`config.mk`:
```
export PLATFORM = sky130hd
export DESIGN_NAME = lwq_wake_qualifier
export DESIGN_NICKNAME = d
export VERILOG_FILES = /design/src/rtl/lwq_pkg.sv /design/src/rtl/lwq_sampler.sv /design/src/rtl/lwq_startup_timer.sv /design/src/rtl/lwq_ctrl.sv /design/src/rtl/lwq_wake_qualifier.sv
export SDC_FILE = /design/constraint.sdc
export NUM_CORES = 1
export LEC_CHECK = 0
export CORE_UTILIZATION = 47
export CTS_CLUSTER_DIAMETER = 100
export DETAILED_ROUTE_END_ITERATION = 10
export PLACE_DENSITY = 0.7
export SYNTH_ARGS = -nofsm -noshare
export SYNTH_HDL_FRONTEND = slang
export SYNTH_SLANG_ARGS = --single-unit
```
`constraint.sdc`:
```
create_clock -name clk -period 6.5 [get_ports clk]
set_clock_uncertainty 0.15 [all_clocks]
set_input_delay 1.3 -clock clk [delete_from_list [all_inputs] [get_ports clk]]
set_output_delay 1.3 -clock clk [all_outputs]
set_load 0.01 [all_outputs]
```
`src/rtl/lwq_pkg.sv`:
```
package lwq_pkg;

    typedef enum logic [1:0] {
        ST_WATCH   = 2'd0,
        ST_STARTUP = 2'd1,
        ST_WOKEN   = 2'd2
    } lwq_state_e;

    typedef struct packed {
        logic watching;
        logic timing;
        logic wake;
        logic int_req;
    } lwq_ctl_t;

    function automatic int unsigned lwq_pick_len(
        input logic [1:0]  sel,
        input int unsigned l0,
        input int unsigned l1,
        input int unsigned l2,
        input int unsigned l3
    );
        case (sel)
            2'd0:    return l0;
            2'd1:    return l1;
            2'd2:    return l2;
            default: return l3;
        endcase
    endfunction

    function automatic int unsigned lwq_max4(
        input int unsigned a,
        input int unsigned b,
        input int unsigned c,
        input int unsigned d
    );
        int unsigned m;
        m = a;
        if (b > m) m = b;
        if (c > m) m = c;
        if (d > m) m = d;
        return m;
    endfunction

endpackage

```
`src/rtl/lwq_sampler.sv`:
```
module lwq_sampler #(
    parameter int unsigned QUAL_SAMPLES = 2
) (
    input  logic clk,
    input  logic rst,
    input  logic sample_en,
    input  logic line_n,
    output logic qualified
);
    localparam int unsigned CW = (QUAL_SAMPLES > 1) ? $clog2(QUAL_SAMPLES) : 1;
    localparam logic [CW-1:0] LAST = CW'(QUAL_SAMPLES - 1);

    logic [CW-1:0] low_cnt;

    // Consecutive-low counter; any high sample or disable restarts it.
    always_ff @(posedge clk) begin
        if (rst || !sample_en || line_n) begin
            low_cnt <= '0;
        end else if (low_cnt != LAST) begin
            low_cnt <= low_cnt + 1'b1;
        end
    end

    assign qualified = sample_en && !line_n && (low_cnt == LAST);

endmodule

```
`src/rtl/lwq_startup_timer.sv`:
```
module lwq_startup_timer #(
    parameter int unsigned TMR_W = 10
) (
    input  logic             clk,
    input  logic             rst,
    input  logic             run,
    input  logic [TMR_W-1:0] len_m1,
    output logic             done
);
    logic [TMR_W-1:0] cnt;

    always_ff @(posedge clk) begin
        if (rst || !run) begin
            cnt <= '0;
        end else if (cnt != len_m1) begin
            cnt <= cnt + 1'b1;
        end
    end

    assign done = run && (cnt == len_m1);

endmodule

```
`src/rtl/lwq_ctrl.sv`:
```
module lwq_ctrl
    import lwq_pkg::*;
(
    input  logic     clk,
    input  logic     rst,
    input  logic     deep_sleep,
    input  logic     irq_en,
    input  logic     line_n,
    input  logic     qualified,
    input  logic     tmr_done,
    output lwq_ctl_t ctl
);
    lwq_state_e state_q, state_d;
    logic       int_q, int_d;

    always_comb begin
        state_d = state_q;
        int_d   = int_q;
        case (state_q)
            ST_WATCH: begin
                if (qualified) state_d = ST_STARTUP;
            end
            ST_STARTUP: begin
                if (tmr_done) begin
                    state_d = ST_WOKEN;
                    int_d   = !line_n && irq_en;
                end
            end
            ST_WOKEN: state_d = ST_WOKEN;
            default:  state_d = ST_WATCH;
        endcase
    end

    always_ff @(posedge clk) begin
        if (rst || !deep_sleep) begin
            state_q <= ST_WATCH;
            int_q   <= 1'b0;
        end else begin
            state_q <= state_d;
            int_q   <= int_d;
        end
    end

    always_comb begin
        ctl.watching = (state_q == ST_WATCH) && deep_sleep && irq_en;
        ctl.timing   = (state_q == ST_STARTUP);
        ctl.wake     = (state_q != ST_WATCH);
        ctl.int_req  = int_q;
    end

endmodule

```
`src/rtl/lwq_wake_qualifier.sv`:
```
module lwq_wake_qualifier
    import lwq_pkg::*;
#(
    parameter int unsigned QUAL_SAMPLES = 2,
    parameter int unsigned LEN_SEL0     = 4,
    parameter int unsigned LEN_SEL1     = 16,
    parameter int unsigned LEN_SEL2     = 64,
    parameter int unsigned LEN_SEL3     = 1024
) (
    input  logic       clk,
    input  logic       rst,
    input  logic       line_n,
    input  logic       deep_sleep,
    input  logic       irq_en,
    input  logic [1:0] startup_sel,
    output logic       wake,
    output logic       int_req
);
    localparam int unsigned LEN_MAX = lwq_max4(LEN_SEL0, LEN_SEL1, LEN_SEL2, LEN_SEL3);
    localparam int unsigned TMR_W   = (LEN_MAX > 1) ? $clog2(LEN_MAX) : 1;

    lwq_ctl_t         ctl;
    logic             qualified;
    logic             tmr_done;
    logic [1:0]       sel_q;
    logic [TMR_W-1:0] len_m1;

    // Select follows the input while waiting and freezes once wake is up.
    always_ff @(posedge clk) begin
        if (rst) begin
            sel_q <= '0;
        end else if (!ctl.wake) begin
            sel_q <= startup_sel;
        end
    end

    assign len_m1 = TMR_W'(lwq_pick_len(sel_q, LEN_SEL0, LEN_SEL1, LEN_SEL2, LEN_SEL3) - 1);

    lwq_sampler #(.QUAL_SAMPLES(QUAL_SAMPLES)) u_sampler (
        .clk       (clk),
        .rst       (rst),
        .sample_en (ctl.watching),
        .line_n    (line_n),
        .qualified (qualified)
    );

    lwq_startup_timer #(.TMR_W(TMR_W)) u_timer (
        .clk    (clk),
        .rst    (rst),
        .run    (ctl.timing),
        .len_m1 (len_m1),
        .done   (tmr_done)
    );

    lwq_ctrl u_ctrl (
        .clk        (clk),
        .rst        (rst),
        .deep_sleep (deep_sleep),
        .irq_en     (irq_en),
        .line_n     (line_n),
        .qualified  (qualified),
        .tmr_done   (tmr_done),
        .ctl        (ctl)
    );

    assign wake    = ctl.wake;
    assign int_req = ctl.int_req;

endmodule

```
== After elaboration in Yosys (flattened, before gate mapping) ==
Index checks and enable logic that the tools add are counted.

* Flip-flop bits (word level): 16
* Input bits: 7
* Output and inout port bits: 2
* Word-level logic and storage cells: 40

* Add/subtract/negate cells: 3
* Eq/ne operators: 8
* Muxes and demuxes: 5
* Reductions and logical operators: 19

{| class="wikitable"
|+ Operators by type and width
! cell !! number
|-
| $pmux 7 s3 || 1
|-
| $add 10x1->10 const B || 1
|-
| $eq 10x10->1 || 1
|-
| $ne 10x10->1 || 1
|-
| $sub 10x1->10 const B || 1
|-
| $logic_and 1x1->1 || 6
|-
| $pmux 2 s3 || 1
|-
| $eq 2x1->1 const B || 2
|-
| $eq 2x2->1 const B || 2
|-
| $logic_not 1->1 || 4
|-
| $logic_not 2->1 || 2
|-
| $logic_or 1x1->1 || 4
|-
| $mux 2 || 2
|-
| $ne 2x2->1 const B || 2
|-
| $reduce_and 2->1 || 2
|-
| $reduce_bool 2->1 || 1
|-
| $add 1x1->1 const B || 1
|-
| $mux 1 || 1
|}

== Logic depth before layout (Yosys ltp) ==
Gate-level depths: netlist of run 1.

* Depth in word-level cells: 7
* Depth in mapped cells: 9
* Depth with buffers taken out: 7

== By module ==
From an unflattened synthesis of run 1, not the netlist that was laid out.

* Cell total of the unflattened synthesis: 109
* Area, all modules: 967.2 um^2

{| class="wikitable"
|+ Modules (own cells, without submodules)
! module !! instances !! cells each !! area each (um^2) !! sequential area each (um^2)
|-
| lwq_startup_timer || 1 || 67 || 596.8 || 200.2
|-
| lwq_ctrl || 1 || 26 || 216.5 || 60.1
|-
| lwq_wake_qualifier || 1 || 13 || 112.6 || 40.0
|-
| lwq_sampler || 1 || 3 || 41.3 || 20.0
|}

== Worst setup path before layout of run 1 ==
No wires, ideal clock.

* Kind: input port to flip-flop
* Start: in rst
* End: reg u_timer.cnt[5]
* Setup time: 0.069 ns
* Arrival: 2.153 ns
* Required time: 6.281 ns
* Slack: 4.129 ns
* Stages on the path: 4
* Cell sequence: nand2b_1 > clkbuf_1 > or4_1 > o21ai_1

* Longest elaborated chain between the ends: 1

{| class="wikitable"
|+ Ends and longest elaborated chain
! what !! line !! source
|-
| start, declared || lwq_wake_qualifier.sv:11 || <nowiki>input logic rst,</nowiki>
|-
| $logic_or 1x1->1 || lwq_startup_timer.sv:13 || <nowiki>if (rst || !run) begin</nowiki>
|-
| end signal, assigned || lwq_startup_timer.sv:16 || <nowiki>cnt <= cnt + 1'b1;</nowiki>
|-
| end, declared || lwq_startup_timer.sv:10 || <nowiki>logic [TMR_W-1:0] cnt;</nowiki>
|}

No other way between the ends.
A chain may end at the register's enable or synchronous reset.

== Worst setup path in the final report of run 1 ==
* Start: reg u_ctrl.state_q[0]
* End: out wake

* Longest elaborated chain between the ends: 1

{| class="wikitable"
|+ Ends and longest elaborated chain
! what !! line !! source
|-
| start, declared || lwq_ctrl.sv:13 || <nowiki>lwq_state_e state_q, state_d;</nowiki>
|-
| start signal, assigned || lwq_ctrl.sv:39 || <nowiki>state_q <= state_d;</nowiki>
|-
| $reduce_bool 2->1 || lwq_ctrl.sv:47 || <nowiki>ctl.wake = (state_q != ST_WATCH);</nowiki>
|-
| end, declared || lwq_wake_qualifier.sv:16 || <nowiki>output logic wake,</nowiki>
|}

No other way between the ends.

==> results_dict.tcl, run 1 <==
set metrics [dict create \
    outcome "finished clean" \
    worstSetupPathType "reg2out" \
    rows 15 \
    hpwl_microns 1230 \
    drive_above_1_share_pct 5.36 \
    synth_top_family_by_area "simple AND/OR/NAND/NOR gates" \
    synthCells 103 \
    start_util_pct 50.5 \
    placeableCoreArea_sq_um 1750 \
    ctsResizeCount 0 \
    clk_pin_slew_ns 0.10 \
    period_share_pct 47.5 \
    synth-edff-count 0 \
    htreeDepth 1 \
    cts-root-buf "clkbuf_4" \
    fill_cells 164 \
    synth_top_area_share_pct 36.3 \
    yosys_warnings 0 \
    async_flop_share_pct 0 \
    finalHoldViolCount 0 \
    die_w_microns 45.3 \
    seqPwrFrac_pct 55.8 \
    critPathLaunchType "register" \
    p_comb_share_pct 6.2 \
    clock_latency_ns 0.29 \
    p_per_area_nw_per_um2 180 \
    first_pass_iters 4 \
    ios 9 \
    setup-violations-final 0 \
    synth-simple-area-share_pct 28.4 \
    cts.sink_count 16 \
    seq_area_frac_synth_pct 36.3 \
    netlist_area_sq_um 882 \
    finish.utilization_pct 57.0 \
    cts_tree "yes" \
    switching_power_mw 0.0391 \
    p_leak_nw 0.374 \
    required_ns 5.05 \
    die_area_sq_um 2050 \
    grt_antenna_before_repair 0 \
    finalWirelength_microns 1680 \
    grt.overflow.total 0 \
    vias_per_cell 5.64 \
    fin_nets 125 \
    setup_ws_ns 3.42 \
    clockBufferDepth 2 \
    synth_top_cells_by_area "dfxtp_1 36%, ha_1 7.1%, mux2i_1 6.8%, nand2_1 4.7%, a21oi_1 4.0%" \
    peakVddDrop_mv 0.106 \
    antenna_cells 0 \
    grt_max_degree 21 \
    critPathArrivalTime_ns 1.63 \
    cts_buffers 3 \
    drt.antenna.violating_nets 0 \
    layout_common_cells "16 x dfxtp_1, 11 x nand2_1, 9 x nor2_1" \
    clkPwrFrac_pct 38.0 \
    syn_nets 115 \
    ys_seq_elements 16 \
    synth_cell_type_count 31 \
    swShare_pct 21.9 \
    synthToLayoutAreaGrowth_pct 12.8 \
    synth-xor-area-share_pct 2.98 \
    drt-wirelength-per-cell_microns 12.3 \
    vias 773 \
    grt_pass1_wl_microns 2640 \
    grt_pass1_vias 633 \
    drtIter0Drc 9 \
    hold_slack_ns 0.323 \
    worstMarginPinSlew_ns 1.11 \
    synth_ff_type "dfxtp_1" \
    slew_headroom_pct 26.1 \
    critPathCaptureType "output port" \
    cts_hold_buffers 0 \
    synthMuxAreaShare_pct 6.81 \
    io_buffer_count 8 \
    drc 0 \
    synth_compound_area_share_pct 12.3 \
    gp_congestion 0.789 \
    crit_fanout 3 \
    fin_crit_ns 3.08 \
    cts_setup_buffers 0 \
    drv_cap 0 \
    synth.largest_area_cell "dfxtp_1" \
    drv_slew 0 \
    fmax_ghz 0.324 \
    avgSynthCellArea_sq_um 8.56 \
    synth_fa_ha_area_share_pct 7.09 \
    grt.total_usage_pct 18.0 \
    setup_tns_ns 0 \
    die_h_microns 45.3 \
    place_ws_ns 3.49 \
    layout_commonest_cell "dfxtp_1" \
    p_int_mw 0.140 \
    grt_setup_unrepaired "no" \
    hp-class "reg2reg" \
]
## synth_stat cells (all sizes together), types with 2 or more instances
cell     n
a21oi    7
buf      2
dfxtp   16
ha       5
inv      5
mux2i    6
nand2   12
nand2b   2
nand3    3
nand4    4
nor2     9
nor4     2
o21ai    6
o31ai    2
or3      5
or4      4
xor2     2
## critical path, stage by stage, from the launching register on
cell and delay, ns:
dfxtp_1 0.37, inv_1 0.07, ha_1 0.24, inv_1 0.11, clkdlybuf4s50_1 0.55
## worst paths after layout
| kind | start | endpoint | slack (ns) | depth (start not counted) |
|---|---|---|---|---|
| hold reg to reg | u_ctrl.int_q$_SDFFE_PP0P_ | u_ctrl.int_q$_SDFFE_PP0P_ | 0.32 | 2 |
| setup reg to reg | sel_q[1]$_SDFFE_PP0N_ | u_ctrl.state_q[0]$_SDFFE_PP0P_ | 3.51 | 7 |
| setup / recovery | u_ctrl.state_q[0]$_SDFFE_PP0P_ | wake | 3.42 | 4 |
| hold / removal | u_ctrl.int_q$_SDFFE_PP0P_ | u_ctrl.int_q$_SDFFE_PP0P_ | 0.32 | 2 |
## power groups by stage
stage                     combinational [mW]  clock [mW]  sequential [mW]
after floorplan                      0.00622           0            0.102
after global placement                0.0107           0            0.102
after detailed placement              0.0111           0            0.102
after CTS                             0.0112      0.0696           0.0998
after global routing                  0.0122      0.0731           0.0999
final                                 0.0112      0.0680           0.0998
## through the flow
| step | cell area (sq um) | total power, mW | std cells |
|---|---|---|---|
| after floorplan | 882 | 0.108 | 103 |
| after global placement | 958 | 0.113 | 133 |
| after detailed placement | 958 | 0.113 | 133 |
| after CTS | 995 | 0.181 | 137 |
| after global routing | 995 | 0.185 | 137 |
| final | 995 | 0.179 | 137 |
## registers in the layout, summed over array words and instances, names as in the netlist
signal             cells
u_ctrl.int_q           1
u_sampler.low_cnt      1
sel_q                  2
u_timer.cnt           10
u_ctrl.state_q         2
## layout make-up
| type | count | area [sq um] | share of cell area, % |
|---|---|---|---|
| multi-input cells | 79 | 508 | 51.1 |
| repair buffers | 8 | 80.1 | 8.05 |
| well taps | 25 | 31.3 | 3.14 |
| flip-flops and latches | 16 | 320 | 32.2 |
| clock buffers | 4 | 36.3 | 3.65 |
| inverters | 5 | 18.8 | 1.89 |
## routing by layer
| layer | vias to the layer above | track usage [%] | share of wire (%) |
|---|---|---|---|
| met5 | - | 0 | 0 |
| met4 | 0 | 10.9 | 2.1 |
| met3 | 5 | 2.40 | 2.0 |
| met2 | 10 | 27.5 | 46 |
| met1 | 370 | 23.9 | 50 |
| li1 | 388 | - | - |
## cell families (layout without fill, tap and decap cells)
kind of cell             count (synthesis)  after routing
XOR/XNOR                                 3              3
multiplexers                             6              6
AND/OR/NAND/NOR                         47             47
adder cells (fa/ha/maj)                  5              5
buffers and inverters                    8             17
flip-flops                              16             16
AO/OA/AOI/OAI                           18             18
Power figures use the tool's default switching activity.
==> run 2: changes to the inputs <==
- clock period: 6.5 -> 3 ns (I/O delays scaled with it)
==> results_dict.tcl, run 2 (synthesized netlist as in run 1, its figures left out) <==
set metrics [dict create \
    cts.sink_count 16 \
    drive_above_1_share_pct 6.19 \
    critPathCaptureType "register" \
    start_util_pct 50.5 \
    finalWirelength_microns 1600 \
    finish.utilization_pct 57.4 \
    crit_chain "or2_1, ha_1, xnor2_1, a311o_1, a211oi_2, buf_4, o22ai_1, mux2i_1" \
    critPathArrivalTime_ns 2.42 \
    layout_commonest_cell "dfxtp_1" \
    critPathLaunchType "register" \
    cts_tree "yes" \
    slew_headroom_pct 72.2 \
    htreeDepth 1 \
    drv_cap 0 \
    hpwl_microns 1160 \
    drv_slew 0 \
    fin_crit_ns 2.40 \
    cts_hold_buffers 0 \
    antenna_cells 0 \
    placed_area_sq_um 966 \
    setup_ws_ns 0.601 \
    die_w_microns 45.3 \
    grt_pass1_vias 599 \
    final_cell_area_sq_um 1000 \
    final_cell_count_no_fill 138 \
    path_delay_family "compound AO/OA/AOI/OAI gates" \
    clockBufferDepth 2 \
    grt.total_usage_pct 16.8 \
    clk_pin_slew_ns 0.10 \
    vias_per_cell 5.46 \
    ios 9 \
    regMostFlops "u_timer.cnt" \
    place_ws_ns 0.619 \
    grt_antenna_before_repair 0 \
    crit_fanout 20 \
    io_buffer_count 8 \
    layout_common_cells "16 x dfxtp_1, 11 x nand2_1, 9 x nor2_1" \
    drt.antenna.violating_nets 0 \
    ctsResizeCount 0 \
    rows 15 \
    worstMarginPinSlew_ns 0.417 \
    path_buf_inv 1 \
    grt.overflow.total 0 \
    fill_cells 164 \
    die_area_sq_um 2050 \
    die_h_microns 45.3 \
    cts-root-buf "clkbuf_4" \
    grt_max_degree 21 \
    grt_setup_unrepaired "no" \
    multi_input_area_sq_um 508 \
    first_pass_iters 4 \
    dp_cells 134 \
    placeableCoreArea_sq_um 1750 \
    final-seq-area_sq_um 320 \
    hp-class "reg2reg" \
    drtIter0Drc 11 \
    hold_slack_ns 0.319 \
    setup_tns_ns 0 \
    period_share_pct 80.0 \
    cts_buffers 3 \
    vias 754 \
    clock_latency_ns 0.29 \
    critical-path-max-stage-delay_ns 0.36 \
    layout_top_registers "u_timer.cnt (10), sel_q (2), u_ctrl.state_q (2)" \
    synthToLayoutAreaGrowth_pct 13.6 \
    p_leak_nw 0.380 \
    required_ns 3.02 \
    fmax_ghz 0.417 \
    total_power_mw 0.387 \
    outcome "finished clean" \
    peakVddDrop_mv 0.224 \
    finalHoldViolCount 0 \
    p_per_area_nw_per_um2 386 \
    fin_nets 126 \
    cp_slowest_cell "dfxtp_1" \
    drc 0 \
    largest_reg_flops 10 \
    worstSetupPathType "reg2reg" \
    gp_congestion 0.729 \
    grt_pass1_wl_microns 2530 \
    cts_setup_buffers 0 \
    drt-wirelength-per-cell_microns 11.6 \
    setup-violations-final 0 \
]
-- run 2: changes by cell type in the layout (fill, tap and decap cells not counted), sizes merged --
cell  change
buf       +1
-- run 2: final cells by class --
type                       count  share of cell area, %
multi-input combinational     79                   50.7
sequential                    16                   32.0
timing repair buffer           9                   8.74
clock buffer                   4                   3.62
tap                           25                   3.12
inverter                       5                   1.87
-- run 2: power by group --
| group | internal [mW] | switching, mW |
|---|---|---|
| Sequential | 0.214 | 0.00214 |
| Combinational | 0.0148 | 0.00910 |
| Clock | 0.0738 | 0.0731 |
| Total | 0.303 | 0.0843 |
-- run 2: final timing paths --
kind         cells after the start                              to                       from  slack [ns]
max reg2reg                      8  u_ctrl.state_q[0]$_SDFFE_PP0P_      sel_q[1]$_SDFFE_PP0N_        0.60
max                              8  u_ctrl.state_q[0]$_SDFFE_PP0P_      sel_q[1]$_SDFFE_PP0N_        0.60
min reg2reg                      2       u_ctrl.int_q$_SDFFE_PP0P_  u_ctrl.int_q$_SDFFE_PP0P_        0.32
min                              2       u_ctrl.int_q$_SDFFE_PP0P_  u_ctrl.int_q$_SDFFE_PP0P_        0.32
-- run 2: tightest hold or removal path, delay by kind of cell, from the launching register on --
| kind | cells | cell delay [ns] |
|---|---|---|
| flops | 1 | 0.32 |
| mux | 1 | 0.06 |
| simple gates | 1 | 0.05 |
-- run 2: per-layer routing --
metal	global-route usage (%)	part of all wire, %	up-vias
met4	7.27	0.88	0
met3	3.60	3.0	2
met5	0	0	-
met1	24.6	54	346
met2	23.5	42	14
li1	-	-	392
==> run 3: changes to the inputs <==
- clock period: 3 -> 2.3 ns (I/O delays scaled with it)
==> results_dict.tcl, run 3 (synthesized netlist as in run 1, its figures left out) <==
set metrics [dict create \
    io_buffer_count 8 \
    clkPwrFrac_pct 31.0 \
    die_h_microns 45.3 \
    r2r_cells 8 \
    reg2reg_to "u_timer.cnt[8]$_SDFFE_PP0P_" \
    p_leak_nw 0.439 \
    multi_input_area_sq_um 524 \
    drt.antenna.violating_nets 0 \
    hold_slack_ns 0.327 \
    drtIter0Drc 11 \
    cp_slowest_cell "or4_1" \
    grt_pass1_vias 704 \
    switching_power_mw 0.101 \
    die_area_sq_um 2050 \
    crit_chain "or2_1, ha_1, xnor2_1, a311o_1, a211oi_2, buf_4, or4_1, a21oi_1" \
    min_from "u_ctrl.state_q[1]$_SDFFE_PP0P_" \
    required_ns 2.37 \
    regMostFlops "u_timer.cnt" \
    slew_headroom_pct 74.4 \
    finalWirelength_microns 1870 \
    synthToLayoutAreaGrowth_pct 22.0 \
    top_layer_used "met4" \
    cts.sink_count 16 \
    grt_setup_unrepaired "yes" \
    wl_met2_microns 924 \
    cts_buffers 3 \
    grt.overflow.total 0 \
    path_delay_family "simple AND/OR/NAND/NOR gates" \
    antenna_cells 0 \
    swShare_pct 21.7 \
    cp_num_cells 8 \
    setup-violations-final 0 \
    clockBufferDepth 2 \
    hold_depth 2 \
    crit_fanout 11 \
    path_buf_inv 1 \
    fin_crit_ns 2.24 \
    finalHoldViolCount 0 \
    drv_slew 0 \
    cts_tree "yes" \
    period_share_pct 97.3 \
    vias_per_cell 5.58 \
    p_comb_share_pct 8.8 \
    r2r_setup_slack_ns 0.06 \
    wl_met1_microns 852 \
    total_power_mw 0.467 \
    placeableCoreArea_sq_um 1750 \
    fill_cells 173 \
    largest_reg_flops 10 \
    setup_tns_ns 0 \
    clk_pin_slew_ns 0.09 \
    critPathArrivalTime_ns 2.30 \
    drt-wirelength-per-cell_microns 12.8 \
    setup_ws_ns 0.0622 \
    place_ws_ns -0.0112 \
    grt.total_usage_pct 21.3 \
    layout_commonest_cell "dfxtp_1" \
    peakVddDrop_mv 0.230 \
    p_int_mw 0.366 \
    clock_latency_ns 0.28 \
    hpwl_microns 1390 \
    grt_antenna_before_repair 0 \
    worstSetupPathType "reg2reg" \
    gp_congestion 0.865 \
    drc 0 \
    fmax_ghz 0.447 \
    fin_nets 135 \
    drv_cap 0 \
    layout_top_registers "u_timer.cnt (10), sel_q (2), u_ctrl.state_q (2)" \
    critPathLaunchType "register" \
    vias 814 \
    first_pass_iters 4 \
    layout_common_cells "15 x dfxtp_1, 11 x nand2_1, 10 x buf_4" \
    hold_path_end "u_ctrl.state_q[1]$_SDFFE_PP0P_" \
    cts-root-buf "clkbuf_4" \
    worstMarginPinSlew_ns 0.383 \
    drive_above_1_share_pct 16.5 \
    critPathCaptureType "register" \
    outcome "finished clean" \
    grt_pass1_wl_microns 3000 \
    hp-class "reg2reg" \
    start_util_pct 50.5 \
    p_per_area_nw_per_um2 434 \
    rows 15 \
    htreeDepth 1 \
    die_w_microns 45.3 \
    critical-path-max-stage-delay_ns 0.47 \
    seqPwrFrac_pct 60.2 \
    ios 9 \
    r2r_start "sel_q[1]$_SDFFE_PP0N_" \
    grt_max_degree 12 \
    final-seq-area_sq_um 322 \
    dr_wl_met3_microns 55 \
]
run 3: cell count changes in the layout (fill, tap and decap cells not counted):
cell / delta
clkdlybuf4s50_1: -1
or4_1: -1
or4_4: +1
o22ai_1: -1
clkbuf_8: -1
a21oi_1: -1
o22ai_2: +1
dfxtp_1: -1
a21oi_2: +1
dfxtp_2: +1
dlymetal6s2s_1: +1
buf_4: +9
ha_1: -1
ha_2: +1
run 3: per-layer routing:
layer,vias to the layer above,track usage [%]
li1,409,-
met1,384,25.7
met2,17,34.2
met3,4,4.80
met4,0,12.7
met5,-,0
run 3: what timing repair did:
| item | CTS | global route |
|---|---|---|
| endpoints found under the setup margin | 3 | 13 |
| gates resized for setup | 0 | 6 |
| hold buffers | 0 | 0 |
| setup buffers | 1 | 2 |
| pin swaps | 1 | 2 |
run 3: final cells by class:
cell class | instances | area share (%)
Clock buffer | 3 | 2.09
Inverter | 5 | 1.74
Multi-Input combinational cell | 79 | 48.7
Sequential cell | 16 | 29.9
Tap cell | 25 | 2.91
Timing Repair Buffer | 18 | 14.7
run 3: metrics by stage:
stage / utilization (%) / instance area, sq um / instances
after global placement: 57.9 / 1010 / 140
final: 61.6 / 1080 / 146
after global routing: 61.6 / 1080 / 146
after floorplan: - / 882 / 103
after detailed placement: 57.9 / 1010 / 140
after CTS: 59.6 / 1040 / 144
run 3: power groups by stage:
stage	clock network, mW	logic [mW]	registers [mW]
floorplan	0	0.0176	0.288
global placement	0	0.0362	0.287
detailed placement	0	0.0374	0.287
CTS	0.151	0.0376	0.281
global route	0.166	0.0447	0.281
finish	0.145	0.0410	0.281
run 3: tightest hold or removal path, stage by stage, from the launching register on:
cell and delay (ns):
dfxtp_1 0.33, nand2_1 0.05, mux2i_1 0.06
run 3: how the worst max path moves through the flow:
| stage | end | from | slack (ns) |
|---|---|---|---|
| 2_1_floorplan | u_timer.cnt[1]$_SDFFE_PP0P_ | sel_q[1]$_SDFFE_PP0N_ | 0.02 |
| 3_3_place_gp | u_ctrl.state_q[0]$_SDFFE_PP0P_ | sel_q[1]$_SDFFE_PP0N_ | 0.06 |
| 3_5_place_dp | u_ctrl.state_q[1]$_SDFFE_PP0P_ | sel_q[1]$_SDFFE_PP0N_ | -0.01 |
| 4_1_cts | wake | u_ctrl.state_q[0]$_SDFFE_PP0P_ | 0.01 |
| 5_1_grt | u_timer.cnt[8]$_SDFFE_PP0P_ | sel_q[1]$_SDFFE_PP0N_ | -0.04 |
| 6_report | u_timer.cnt[8]$_SDFFE_PP0P_ | sel_q[1]$_SDFFE_PP0N_ | 0.06 |
